### src/rtl/irqv_pkg.sv
package irqv_pkg;
  typedef enum logic [1:0] {
    SEL_NONE = 2'd0,
    SEL_PEND = 2'd1,
    SEL_EN   = 2'd2
  } reg_sel_e;
endpackage

### src/rtl/irqv_edge.sv
module irqv_edge #(
  parameter int N = 128
) (
  input  logic         clk_i,
  input  logic         rst_ni,
  input  logic [N-1:0] src_i,
  output logic [N-1:0] rise_o
);
  logic [N-1:0] prev_q;

  always_ff @(posedge clk_i or negedge rst_ni) begin
    if (!rst_ni) prev_q <= '0;
    else         prev_q <= src_i;
  end

  assign rise_o = src_i & ~prev_q;

  // a bit can never report a rise two cycles running
  p_single_pulse_r3: assert property (@(posedge clk_i) disable iff (!rst_ni)
    (rise_o != '0) |=> ((rise_o & $past(rise_o)) == '0));
endmodule

### src/rtl/irqv_decode.sv
module irqv_decode
  import irqv_pkg::*;
#(
  parameter int ADDR_W   = 6,
  parameter int N_WORDS  = 4,
  parameter int PEND_OFF = 'h00,
  parameter int EN_OFF   = 'h20
) (
  input  logic                        req_i,
  input  logic                        we_i,
  input  logic [ADDR_W-1:0]           addr_i,
  output reg_sel_e                    sel_o,
  output logic [$clog2(N_WORDS)-1:0]  idx_o,
  output logic [N_WORDS-1:0]          pend_we_o,
  output logic [N_WORDS-1:0]          en_we_o
);
  localparam int IDX_W    = $clog2(N_WORDS);
  localparam int BANK_LSB = IDX_W + 2;
  localparam int BANK_W   = ADDR_W - BANK_LSB;
  localparam logic [BANK_W-1:0] PEND_BANK = BANK_W'(PEND_OFF >> BANK_LSB);
  localparam logic [BANK_W-1:0] EN_BANK   = BANK_W'(EN_OFF >> BANK_LSB);

  logic aligned;
  logic [BANK_W-1:0] bank;

  assign aligned = (addr_i[1:0] == 2'b00);
  assign bank    = addr_i[ADDR_W-1:BANK_LSB];
  assign idx_o   = addr_i[BANK_LSB-1:2];

  always_comb begin
    sel_o = SEL_NONE;
    if (aligned && bank == PEND_BANK) sel_o = SEL_PEND;
    else if (aligned && bank == EN_BANK) sel_o = SEL_EN;
  end

  always_comb begin
    pend_we_o = '0;
    en_we_o   = '0;
    if (req_i && we_i) begin
      if (sel_o == SEL_PEND) pend_we_o[idx_o] = 1'b1;
      if (sel_o == SEL_EN)   en_we_o[idx_o]   = 1'b1;
    end
  end
endmodule

### src/rtl/irqv_word.sv
module irqv_word #(
  parameter int W = 32
) (
  input  logic         clk_i,
  input  logic         rst_ni,
  input  logic [W-1:0] rise_i,
  input  logic         clr_we_i,
  input  logic         en_we_i,
  input  logic [W-1:0] wdata_i,
  output logic [W-1:0] pend_o,
  output logic [W-1:0] en_o
);
  logic [W-1:0] pend_q, en_q, clr;

  assign clr = clr_we_i ? wdata_i : '0;

  // new edge wins over a same-cycle acknowledge
  always_ff @(posedge clk_i or negedge rst_ni) begin
    if (!rst_ni) pend_q <= '0;
    else         pend_q <= (pend_q & ~clr) | rise_i;
  end

  always_ff @(posedge clk_i or negedge rst_ni) begin
    if (!rst_ni)      en_q <= '0;
    else if (en_we_i) en_q <= wdata_i;
  end

  assign pend_o = pend_q;
  assign en_o   = en_q;

  p_edge_sets_r2: assert property (@(posedge clk_i) disable iff (!rst_ni)
    (rise_i != '0) |=> ((pend_q & $past(rise_i)) == $past(rise_i)));
  p_hold_r3: assert property (@(posedge clk_i) disable iff (!rst_ni)
    (clr == '0) |=> ((pend_q & $past(pend_q)) == $past(pend_q)));
  p_ack_clears_r4: assert property (@(posedge clk_i) disable iff (!rst_ni)
    ((clr & ~rise_i) != '0) |=> ((pend_q & $past(clr & ~rise_i)) == '0));
  p_enable_load_r5: assert property (@(posedge clk_i) disable iff (!rst_ni)
    en_we_i |=> (en_q == $past(wdata_i)));
  p_edge_wins_r7: assert property (@(posedge clk_i) disable iff (!rst_ni)
    ((rise_i & clr) != '0) |=> ((pend_q & $past(rise_i & clr)) == $past(rise_i & clr)));
endmodule

### src/rtl/irq_vector_ctrl.sv
module irq_vector_ctrl
  import irqv_pkg::*;
#(
  parameter int N_VEC    = 128,
  parameter int WORD_W   = 32,
  parameter int ADDR_W   = 6,
  parameter int PEND_OFF = 'h00,
  parameter int EN_OFF   = 'h20
) (
  input  logic              clk_i,
  input  logic              rst_ni,
  input  logic [N_VEC-1:0]  src_i,
  input  logic              req_i,
  input  logic              we_i,
  input  logic [ADDR_W-1:0] addr_i,
  input  logic [WORD_W-1:0] wdata_i,
  output logic [WORD_W-1:0] rdata_o,
  output logic              irq_o
);
  localparam int N_WORDS = N_VEC / WORD_W;
  localparam int IDX_W   = $clog2(N_WORDS);

  logic [N_VEC-1:0]   rise;
  reg_sel_e           sel;
  logic [IDX_W-1:0]   idx;
  logic [N_WORDS-1:0] pend_we, en_we, hit;
  logic [WORD_W-1:0]  pend_w [N_WORDS];
  logic [WORD_W-1:0]  en_w   [N_WORDS];
  logic [WORD_W-1:0]  rd_val, rdata_q;

  irqv_edge #(.N(N_VEC)) u_edge (
    .clk_i, .rst_ni, .src_i, .rise_o(rise)
  );

  irqv_decode #(
    .ADDR_W(ADDR_W), .N_WORDS(N_WORDS), .PEND_OFF(PEND_OFF), .EN_OFF(EN_OFF)
  ) u_dec (
    .req_i, .we_i, .addr_i, .sel_o(sel), .idx_o(idx),
    .pend_we_o(pend_we), .en_we_o(en_we)
  );

  for (genvar k = 0; k < N_WORDS; k++) begin : g_word
    irqv_word #(.W(WORD_W)) u_word (
      .clk_i, .rst_ni,
      .rise_i  (rise[k*WORD_W +: WORD_W]),
      .clr_we_i(pend_we[k]),
      .en_we_i (en_we[k]),
      .wdata_i,
      .pend_o  (pend_w[k]),
      .en_o    (en_w[k])
    );
    assign hit[k] = |(pend_w[k] & en_w[k]);
  end

  assign irq_o = |hit;

  always_comb begin
    unique case (sel)
      SEL_PEND: rd_val = pend_w[idx];
      SEL_EN:   rd_val = en_w[idx];
      default:  rd_val = '0;
    endcase
  end

  always_ff @(posedge clk_i or negedge rst_ni) begin
    if (!rst_ni)              rdata_q <= '0;
    else if (req_i && !we_i)  rdata_q <= rd_val;
  end

  assign rdata_o = rdata_q;

  logic any_en;
  always_comb begin
    any_en = 1'b0;
    for (int k = 0; k < N_WORDS; k++) any_en = any_en | (|en_w[k]);
  end

  p_masked_quiet_r6: assert property (@(posedge clk_i) disable iff (!rst_ni)
    !any_en |-> !irq_o);
  p_unmapped_zero_r8: assert property (@(posedge clk_i) disable iff (!rst_ni)
    (req_i && !we_i && sel == SEL_NONE) |=> (rdata_o == '0));
  p_rdata_hold_r10: assert property (@(posedge clk_i) disable iff (!rst_ni)
    !(req_i && !we_i) |=> $stable(rdata_o));
endmodule

### config.mk
export PLATFORM = sky130hd
export DESIGN_NAME = irq_vector_ctrl
export DESIGN_NICKNAME = d
export VERILOG_FILES = /design/src/rtl/irqv_pkg.sv /design/src/rtl/irqv_edge.sv /design/src/rtl/irqv_decode.sv /design/src/rtl/irqv_word.sv /design/src/rtl/irq_vector_ctrl.sv
export SDC_FILE = /design/constraint.sdc
export NUM_CORES = 1
export LEC_CHECK = 0
export BUFFER_PORTS_ARGS = -buffer_cell sky130_fd_sc_hd__buf_2
export CELL_PAD_IN_SITES_DETAIL_PLACEMENT = 1
export CELL_PAD_IN_SITES_GLOBAL_PLACEMENT = 2
export CORE_UTILIZATION = 47
export CTS_BUF_LIST = sky130_fd_sc_hd__clkbuf_8
export DETAILED_ROUTE_END_ITERATION = 7
export PLACE_DENSITY = 0.91
export SLEW_MARGIN = 25
export SYNTH_ARGS = -nofsm -noshare
export SYNTH_HDL_FRONTEND = slang
export SYNTH_HIERARCHICAL = 1
export SYNTH_SLANG_ARGS = --single-unit
export TNS_END_PERCENT = 30
### constraint.sdc
create_clock -name clk_i -period 3.7 [get_ports clk_i]
set_clock_uncertainty 0.15 [all_clocks]
set_input_delay 0.37 -clock clk_i [delete_from_list [all_inputs] [get_ports clk_i]]
set_output_delay 0.37 -clock clk_i [all_outputs]
set_load 0.03 [all_outputs]
==> results by stage, run 1 <==
Global routing:
- The number of global-route vias before repair is 14700.
- The total congestion overflow is 0.
- The all-layer global routing usage is 31.0%.
- The pin count of the biggest net entering global routing is 98.
- The number of antenna violations at the first check in global routing is 2.
- The wire length of the first global-routing pass is 93900 um.

STA:
- Setup repair after global routing left no endpoint under its margin.
- The clock period minus worst slack is 3.58 ns.
- The number of hold violations in the final report is 0.
- Summed over all failing endpoints, the final setup total negative slack is 0 ns.
- In this run the tightest slew margin relative to its limit is 44.0%.
- The measured slew at the worst slew-check pin is 0.840 ns.
- The number of slew-limit violations in the final report is 0.
- The final cycle utilization of the critical path is 96.9%.
- The setup violation total in the final timing report is 0.
- The highest clock rate is 0.279 GHz.
- After layout, the worst setup slack is 0.117 ns.

Critical path:
- STA classifies the critical path startpoint as a flip-flop.
- The end point of the critical path is irq_o.
- The highest fanout seen on the critical path is 3.
- The worst register-to-register path begins at g_word[2].u_word/pend_o[7].
- The endpoint required time on the critical path is 3.18 ns.
- The reg-to-reg setup timing slack is 2.00 ns.
- The most critical setup path has its startpoint at g_word[1].u_word/pend_o[8].
- The class of the most critical setup path is reg -> out.
- The worst path arrival time is 3.06 ns.
- The sort of element at the end of the critical path is an output pin.
- The reg-to-reg endpoint is rdata_o[7].
- Counting cells, the worst reg-to-reg path comes to 3.

Power:
- The switching power total is 2670 uW.
- Summed over all cells, the static leakage comes to 0.0101 uW.
- The portion of total power attributed to combinational logic is 10.9%.
- The internal power consumption is 7580 uW.
- The switching power share of the total is 26.1%.
- The power density relative to cell area is 440 mW/mm2.
- The relative contribution of the clock network to total power is 40.7%.
- Per report_power, the sequential group accounts for 48.4% of the total.
- VDD sags by at most 239 uV.

Floorplan:
- The cell row count is 72.
- The total core area is 0.0390 mm2.
- The die covers 0.0408 mm2.
- In this run the horizontal extent of the chip is 202 um.
- The die height is 202 um.
- 203 I/O pins were placed.
- Once the floorplan was initialized, standard cells occupied 48.2% of the core.

Synth:
- In this run, distinct cell masters in the synthesized netlist total 32.
- Measured against the total synthesized area, the mux share comes to 17.9%.
- Sorting the synthesized cells by how often they occur yields 416 x dfrtp_1, 161 x nand2_1, 128 x a21o_1, 128 x nor2b_4, 120 x mux2_4.
- The synthesized netlist devotes 10.1% of its cell area to compound gates.
- For this run, the leading register cell type out of synthesis is dfrtp_1.
- The synthesized design contains 416 register bits.
- A synthesized cell averages 15.1 um2.
- After synthesis, the largest family of logic cells by area is multiplexers.
- The cell accounting for the most synthesized area is dfrtp_1.
- The netlist area before placement is 0.0188 mm2.
- Summing the sequential cell areas from Yosys gives 55.4% of the chip area.
- The post-synthesis share of cell area spent on xor and xnor gates is 0%.
- Yosys mapped a number of flops with a built-in enable equal to 0.
- When the netlist entered floorplanning its net count stood at 1418.
- The adder-cell area share of the yosys netlist is 0.133%.
- For this run, the number of Yosys warnings is 6.
- The async set-or-reset flop fraction in the synthesized netlist is 100%.
- Of the total synthesized cell area, the portion taken by AND, OR, NAND and NOR gates is 13.6%.
- By area the synthesized netlist is led by dfrtp_1 55%, mux2_4 9.6%, nor2b_4 9.4%.
- The number of cells produced by synthesis is 1246.
- The most common cell in the synthesized netlist is dfrtp_1.
- Of the post-synthesis cell area, the dominant cell type holds 55.4%.

Final layout:
- The storage element area is 0.0104 mm2.
- The final layout contains 1825 nets.
- The final design instance area without fill is 0.0233 mm2.
- The multi-input combinational cells in the finished layout cover a total of 0.00789 mm2.
- Compared with the post-synthesis result, the final layout area differs by 23.9%.
- The post-route netlist has 38.2% of its cells at a drive strength greater than 1.
- The count of cells in the finished layout, fillers not included, comes to 2220.
- The number of filler cells placed in the layout is 3756.

Placement:
- The final weighted congestion in routability-driven placement is 0.901.
- During placement, the flow inserted port buffers numbering 202.
- The pre-CTS worst setup slack is 0.871 ns.
- The post-detailed-placement cell area is 0.0203 mm2.
- The HPWL after detailed placement is 39000 um.
- In this run, placement finished with an instance count of 1937.

Detailed routing:
- The count of routing violations after the opening detailed-route iteration is 1007.
- The routed length per instance is 27.6 um.
- Using the TritonRoute via totals, the vias-per-cell ratio works out to 5.91.
- After detailed routing, the number of remaining DRC violations is 0.
- The routed layout has 13100 vias.
- The final antenna-violating net count is 0.
- The wire length after detailed routing is 61200 um.
- For this run, the detailed router's first-pass iteration total came to 5.

CTS:
- At the later pin of the worst-skew pair, clock insertion delay measures 0.65 ns.
- The CTS tree is built.
- The largest buffer count on any clock path is 3.
- CTS placed an instance of clkbuf_8 at the clock tree root.
- The H-tree depth is 3.
- Buffers inserted during clock tree synthesis total 71.
- Post-CTS timing repair inserted 0 buffers for setup.
- The number of sinks handled by clock tree synthesis is 416.
- The clock-pin slew reported for the worst setup and hold paths after clock tree synthesis is 0.06 ns.

Outcome:
- The run finished with clean final reports.

Worst hold path:
- The kind of path behind the tightest hold check is in -> reg.

Job:
- Max-cap violations in this run came to 0.
-- stage by stage --
stage	power [uW]	hold slack [ns]	util [%]
finish	10200	0.222	59.7
global route	10600	0.219	59.7
CTS	10200	0.178	59.7
detailed placement	5990	0.337	52.0
global placement	5940	0.313	52.0
floorplan	5520	-0.0756	-
-- critical path, stage by stage (launching register included) --
cell and delay, ns:
dfrtp_1 0.45, a22o_1 0.25, a221oi_1 0.37, nand4_1 0.19, nor4_1 0.64, nand3_1 0.27
buf_2 0.25
-- how the worst min path moves through the flow --
stage                startpoint                          to  slack, ns  depth (start not counted)
floorplan                rst_ni    g_word[0].u_word/en_o[0]      -0.08                          0
global placement    rdata_o[17]                 rdata_o[17]       0.31                          2
detailed placement       rst_ni          u_edge/prev_q[100]       0.34                          1
CTS                   addr_i[0]  g_word[3].u_word/pend_o[3]       0.18                          5
global route          addr_i[5]  g_word[3].u_word/pend_o[0]       0.22                          5
finish                addr_i[5]  g_word[3].u_word/pend_o[3]       0.22                          5
-- repair_timing --
action,4_1_cts,5_1_grt
gates resized for setup,0,0
hold endpoints to repair,474,0
hold buffers,161,0
-- layer usage --
metal  global-route usage [%]  wire (um)
met5                        0         18
met4                     13.9       2550
met1                     42.4      25600
met2                     46.6      28100
met3                     7.98       5020
-- power groups by stage --
stage	logic (uW)	clock network (uW)	registers [uW]
6_report	1120	4170	4960
5_1_grt	1200	4430	4970
4_1_cts	1100	4190	4950
3_5_place_dp	964	0	5030
3_3_place_gp	930	0	5010
2_1_floorplan	559	0	4960
-- flip-flops by register name, summed over array words and instances (netlist names) --
signal                cells
g_word.u_word/en_o      128
g_word.u_word/pend_o    128
rdata_o                  32
u_edge/prev_q           128
-- kinds of logic after synthesis --
kind of cell | after synthesis
adders and majority gates | 2
DFF | 416
and+or+nand+nor | 319
buffers and inverters | 61
AOI/OAI and AO/OA | 256
muxes | 192
-- layout make-up --
class	instances	share of cell area (%)
clock inverter	32	0.720
clock buffer	88	5.20
sequential	416	44.7
timing repair buffer	391	12.6
antenna	2	0.0215
tap	518	2.78
multi-input combinational	769	33.9
inverter	4	0.0645
-- layout by cell type (no fill, tap or decap), types with 3 or more instances in the layout --
| cell type | netlist | layout |
|---|---|---|
| a22oi_1 | 52 | 52 |
| buf_2 | 18 | 200 |
| clkinvlp_4 | 0 | 3 |
| nor2b_4 | 128 | 128 |
| nand2_1 | 161 | 161 |
| o21ai_1 | 30 | 30 |
| buf_12 | 12 | 7 |
| clkbuf_8 | 0 | 88 |
| mux4_2 | 56 | 56 |
| nand3_1 | 4 | 4 |
| clkinv_2 | 0 | 4 |
| buf_4 | 2 | 22 |
| nand4_1 | 10 | 10 |
| a22o_1 | 22 | 22 |
| a21o_1 | 128 | 128 |
| mux2_2 | 8 | 8 |
| a221oi_1 | 22 | 22 |
| mux4_1 | 8 | 8 |
| inv_1 | 4 | 27 |
| dfrtp_1 | 416 | 416 |
| mux2_4 | 120 | 120 |
| dlygate4sd3_1 | 0 | 161 |
Note: power is estimated with default switching activity, not from simulation.
==> inputs of run 2 (changes only) <==
- CORE_UTILIZATION: 47 -> 38
- PLACE_DENSITY: 0.91 -> 0.82
- SYNTH_HIERARCHICAL: 1 -> not set
- clock period: 3.7 -> 3.05 ns (I/O delays scaled with it)
==> run 2 against run 1 <==
  * Cell count is 4.0% higher
  * Sequential power grew 20%
  * Total power rose by 22%
  * Via count is 5.1% lower
  * Core utilization shrank 9.6 points
  * Synthesized area down 9.2%
  * Combinational power is 11% higher
  * Clock power increased by 27%
  * Critical path depth up 1
  * Critical endpoint unchanged
  * Largest cell class unchanged
  * Highest routed layer is now met4
==> results by stage, run 2 <==
STA:
- Hold timing on the final database bottoms out at a slack of 0.0437 ns.
- The number of hold violations in the final report is 0.
- The worst path in the final design needs a cycle of 3.01 ns, including I/O delays and setup.
- Setup repair after global routing could not meet its margin everywhere.
- The final cycle utilization of the critical path is 98.6%.
- The setup violation total in the final timing report is 0.
- In this run the tightest slew margin relative to its limit is 42.5%.
- The highest clock rate is 0.333 GHz.
- At the pin with the least slew margin, the transition time is 0.862 ns.
- The number of slew-limit violations in the final report is 0.
- After routing, the total negative slack on setup checks comes to 0 ns.

Synth:
- Ranked by total cell area, the synthesized netlist is headed by dfrtp_1 61%, mux4_2 8.5%, a22o_1 7.7%.
- The post-synth net total is 1408.
- The synthesized netlist occupies a cell area of 0.0171 mm2.
- By count the netlist is led by 416 x dfrtp_1, 163 x nand2_1, 150 x a22o_1.
- The area share of the leading cell type in the synthesized netlist is 61.0%.
- The warning count from the yosys run is 0.
- The post-synthesis register bit count is 416.
- The cell accounting for the most synthesized area is dfrtp_1.
- The async set-or-reset flop fraction in the synthesized netlist is 100%.
- The number of enable flip-flop cells after synthesis is 0.
- The flip-flop cell with the highest count after synthesis is dfrtp_1.
- The most common cell in the synthesized netlist is dfrtp_1.
- The sequential fraction of the synthesis area is 61.0%.
- The number of distinct library cells after synthesis is 28.
- The number of cells produced by synthesis is 1238.
- The post-synthesis average cell area is 13.8 um2.

Detailed routing:
- The routed length per instance is 24.1 um.
- The wire length after detailed routing is 55700 um.
- The number of optimization iterations in the first detailed-route pass is 4.
- For this run, design rule violations remaining after detail routing come to 0.
- In this run, the number of DRC markers left after iteration 0 of detailed routing was 1010.
- Once detail routing completed, the nets flagged for antenna violations numbered 0.
- The via density per instance is 5.39.
- Summing over every cut layer, the via total after detailed routing is 12400.

Global routing:
- The number of antenna violations at the first check in global routing came to 0.
- The number of global-route vias before repair is 13700.
- In the global route stage, overall resource usage came out at 25.5%.
- The total congestion overflow is 0.
- The pin count of the biggest net entering global routing is 79.
- The first global-routing pass estimated 85800 um of wire.

CTS:
- For the worst-skew pair, the clock arrives at the later sink with an insertion delay of 0.63 ns.
- Clock tree synthesis found a total of 416 sinks.
- The CTS tree is built.
- The H-tree depth is 3.
- The largest buffer count on any clock path is 3.
- Clock-pin slew was measured on the worst setup and hold paths at 0.06 ns.
- Clock tree synthesis inserted a total of 74 buffers.
- The master cell of the clock root buffer is clkbuf_8.

Critical path:
- The worst register-to-register path ends at rdata_o[19].
- For this design, the slowest cell found on the critical path is dfrtp_1.
- At the worst endpoint, the arrival time is 2.55 ns.
- The class of the most critical setup path is reg -> out.
- In this design, the stage delay of the slowest critical-path cell is 0.45 ns.
- The worst register-to-register path has a setup slack of 1.41 ns.
- STA classifies the critical path startpoint as a flip-flop.
- For the worst setup path, the data required time is 2.59 ns.
- The worst setup path startpoint is g_word[1].u_word.en_o[25].
- The highest fanout seen on the critical path is 3.
- The cell family contributing the most delay on the critical path is simple AND/OR/NAND/NOR gates.
- The buffers plus inverters on the worst setup path is 2.
- Traced cell by cell, the critical path runs through a22o_1 -> a221oi_1 -> nand4_1 -> nor4_2 -> buf_4 -> nand3_4 -> buf_6.
- The sort of element at the end of the critical path is an output pin.
- The end point of the critical path is irq_o.
- The worst register-to-register path begins at g_word[2].u_word.pend_o[19].
- Measured in cells, the most critical reg-to-reg path has a length of 3.
- The number of cells on the critical path is 7.

Final layout:
- The final net count is 1829.
- In the final layout, the share of cells above drive strength 1 is 26.9%.
- At the end of the flow the core is filled with cells to 50.1%.
- In the layout the commonest cells are 415 x dfrtp_1, 198 x buf_2, 163 x nand2_1.
- The area growth from synthesis to layout is 29.9%.
- The number of filler cells placed in the layout is 4462.
- The commonest non-fill, non-tap cell in the layout is dfrtp_1.
- After routing the design area is 0.0222 mm2.

Floorplan:
- The area of the die is 0.0457 mm2.
- The die is 214 um wide.
- The initialized floorplan defines 77 standard-cell rows.
- The initial utilization of the core area, before any placement, comes to 38.6%.
- For this design the top-level I/O count stands at 203.
- The die height is 214 um.
- The floorplan step defined a core boundary enclosing 0.0442 mm2.

Placement:
- The congestion estimate from routability-driven global placement came to 0.861.
- Summing all placed instances gives a cell area of 0.0189 mm2.
- During placement, the flow inserted port buffers numbering 202.
- The post-detailed-placement half-perimeter wirelength is 37400 um.

Power:
- The switching power total is 3190 uW.
- The total leakage power is 0.0105 uW.
- Dividing total power by cell area gives a power density of 564 mW/mm2.
- The worst vdd rail ir drop is 235 uV.
- The post-layout total power is 12500 uW.
- The relative contribution of the clock network to total power is 42.3%.
- The switching power share of the total is 25.5%.
- The portion of total power attributed to combinational logic is 9.9%.
- The internal power of the cells totals 9300 uW.
- Registers are responsible for 47.8% of the overall power.

Job:
- The number of max-cap violations is 0.

Outcome:
- The flow ran to the end, and the final reports show no timing, DRC or antenna violations.

Worst hold path:
- In this run the worst hold path is classified as in -> async.
## run 2: final cells by class
cell class,instances,area (um2),area share (%)
Sequential cell,416,10400,47.0
Multi-Input combinational cell,640,5990,27.0
Timing Repair Buffer,399,3010,13.6
Clock buffer,97,1340,6.03
Tap cell,592,741,3.34
Inverter,128,480,2.17
Clock inverter,36,181,0.819
Antenna cell,1,2.50,0.0113
## run 2: power groups by stage
stage          clock network [uW]  registers (uW)  logic, uW
2_1_floorplan                   0            6020        492
3_3_place_gp                    0            6040       1020
3_5_place_dp                    0            6060       1050
4_1_cts                      5400            5960       1230
5_1_grt                      5640            6000       1350
6_report                     5290            5970       1240
## run 2: cell families (layout without fill, tap and decap cells)
kind of cell	after synthesis	count (layout)	synth area share, %
AOI/OAI and AO/OA	256	256	12.1
and+or+nand+nor	192	192	4.77
other	0	1	0
DFF	416	416	61.0
muxes	192	192	17.6
buffers and inverters	182	660	4.56
## run 2: worst min path at each step
stage,start,end,slack (ns),cells after the start
floorplan,rst_ni,g_word[0].u_word.en_o[0],-0.14,0
global placement,rst_ni,u_edge.prev_q[50],0.15,1
detailed placement,rst_ni,u_edge.prev_q[80],0.15,1
CTS,rst_ni,g_word[2].u_word.en_o[15],0.07,2
global route,rst_ni,u_edge.prev_q[33],0.10,2
finish,rst_ni,u_edge.prev_q[33],0.04,2
## run 2: per-stage QoR
stage          std cells  setup WS [ns]
2_1_floorplan       1238           1.15
3_3_place_gp        2010          0.319
3_5_place_dp        2010          0.362
4_1_cts             2306        -0.0708
5_1_grt             2308        -0.0383
6_report            2309         0.0432
## run 2: layer usage
metal / GRT usage, % / share of wire (%)
met5: 0 / 0
met4: 8.45 / 2.4
met3: 5.23 / 5.8
met2: 38.6 / 46
met1: 36.7 / 46
## run 2: repair_timing
item	4_1_cts	5_1_grt
endpoints found under the hold margin	665	0
hold buffers	161	0
endpoints found under the setup margin	1	1
buffers inserted	2	2
gates resized for setup	12	4
cloned	0	0
pin swaps	3	4
## run 2: worst register-to-register path: stages (launching register included)
cell	delay, ns
dfrtp_1	0.46
mux4_2	0.49
a22oi_1	0.32
o21ai_1	0.11
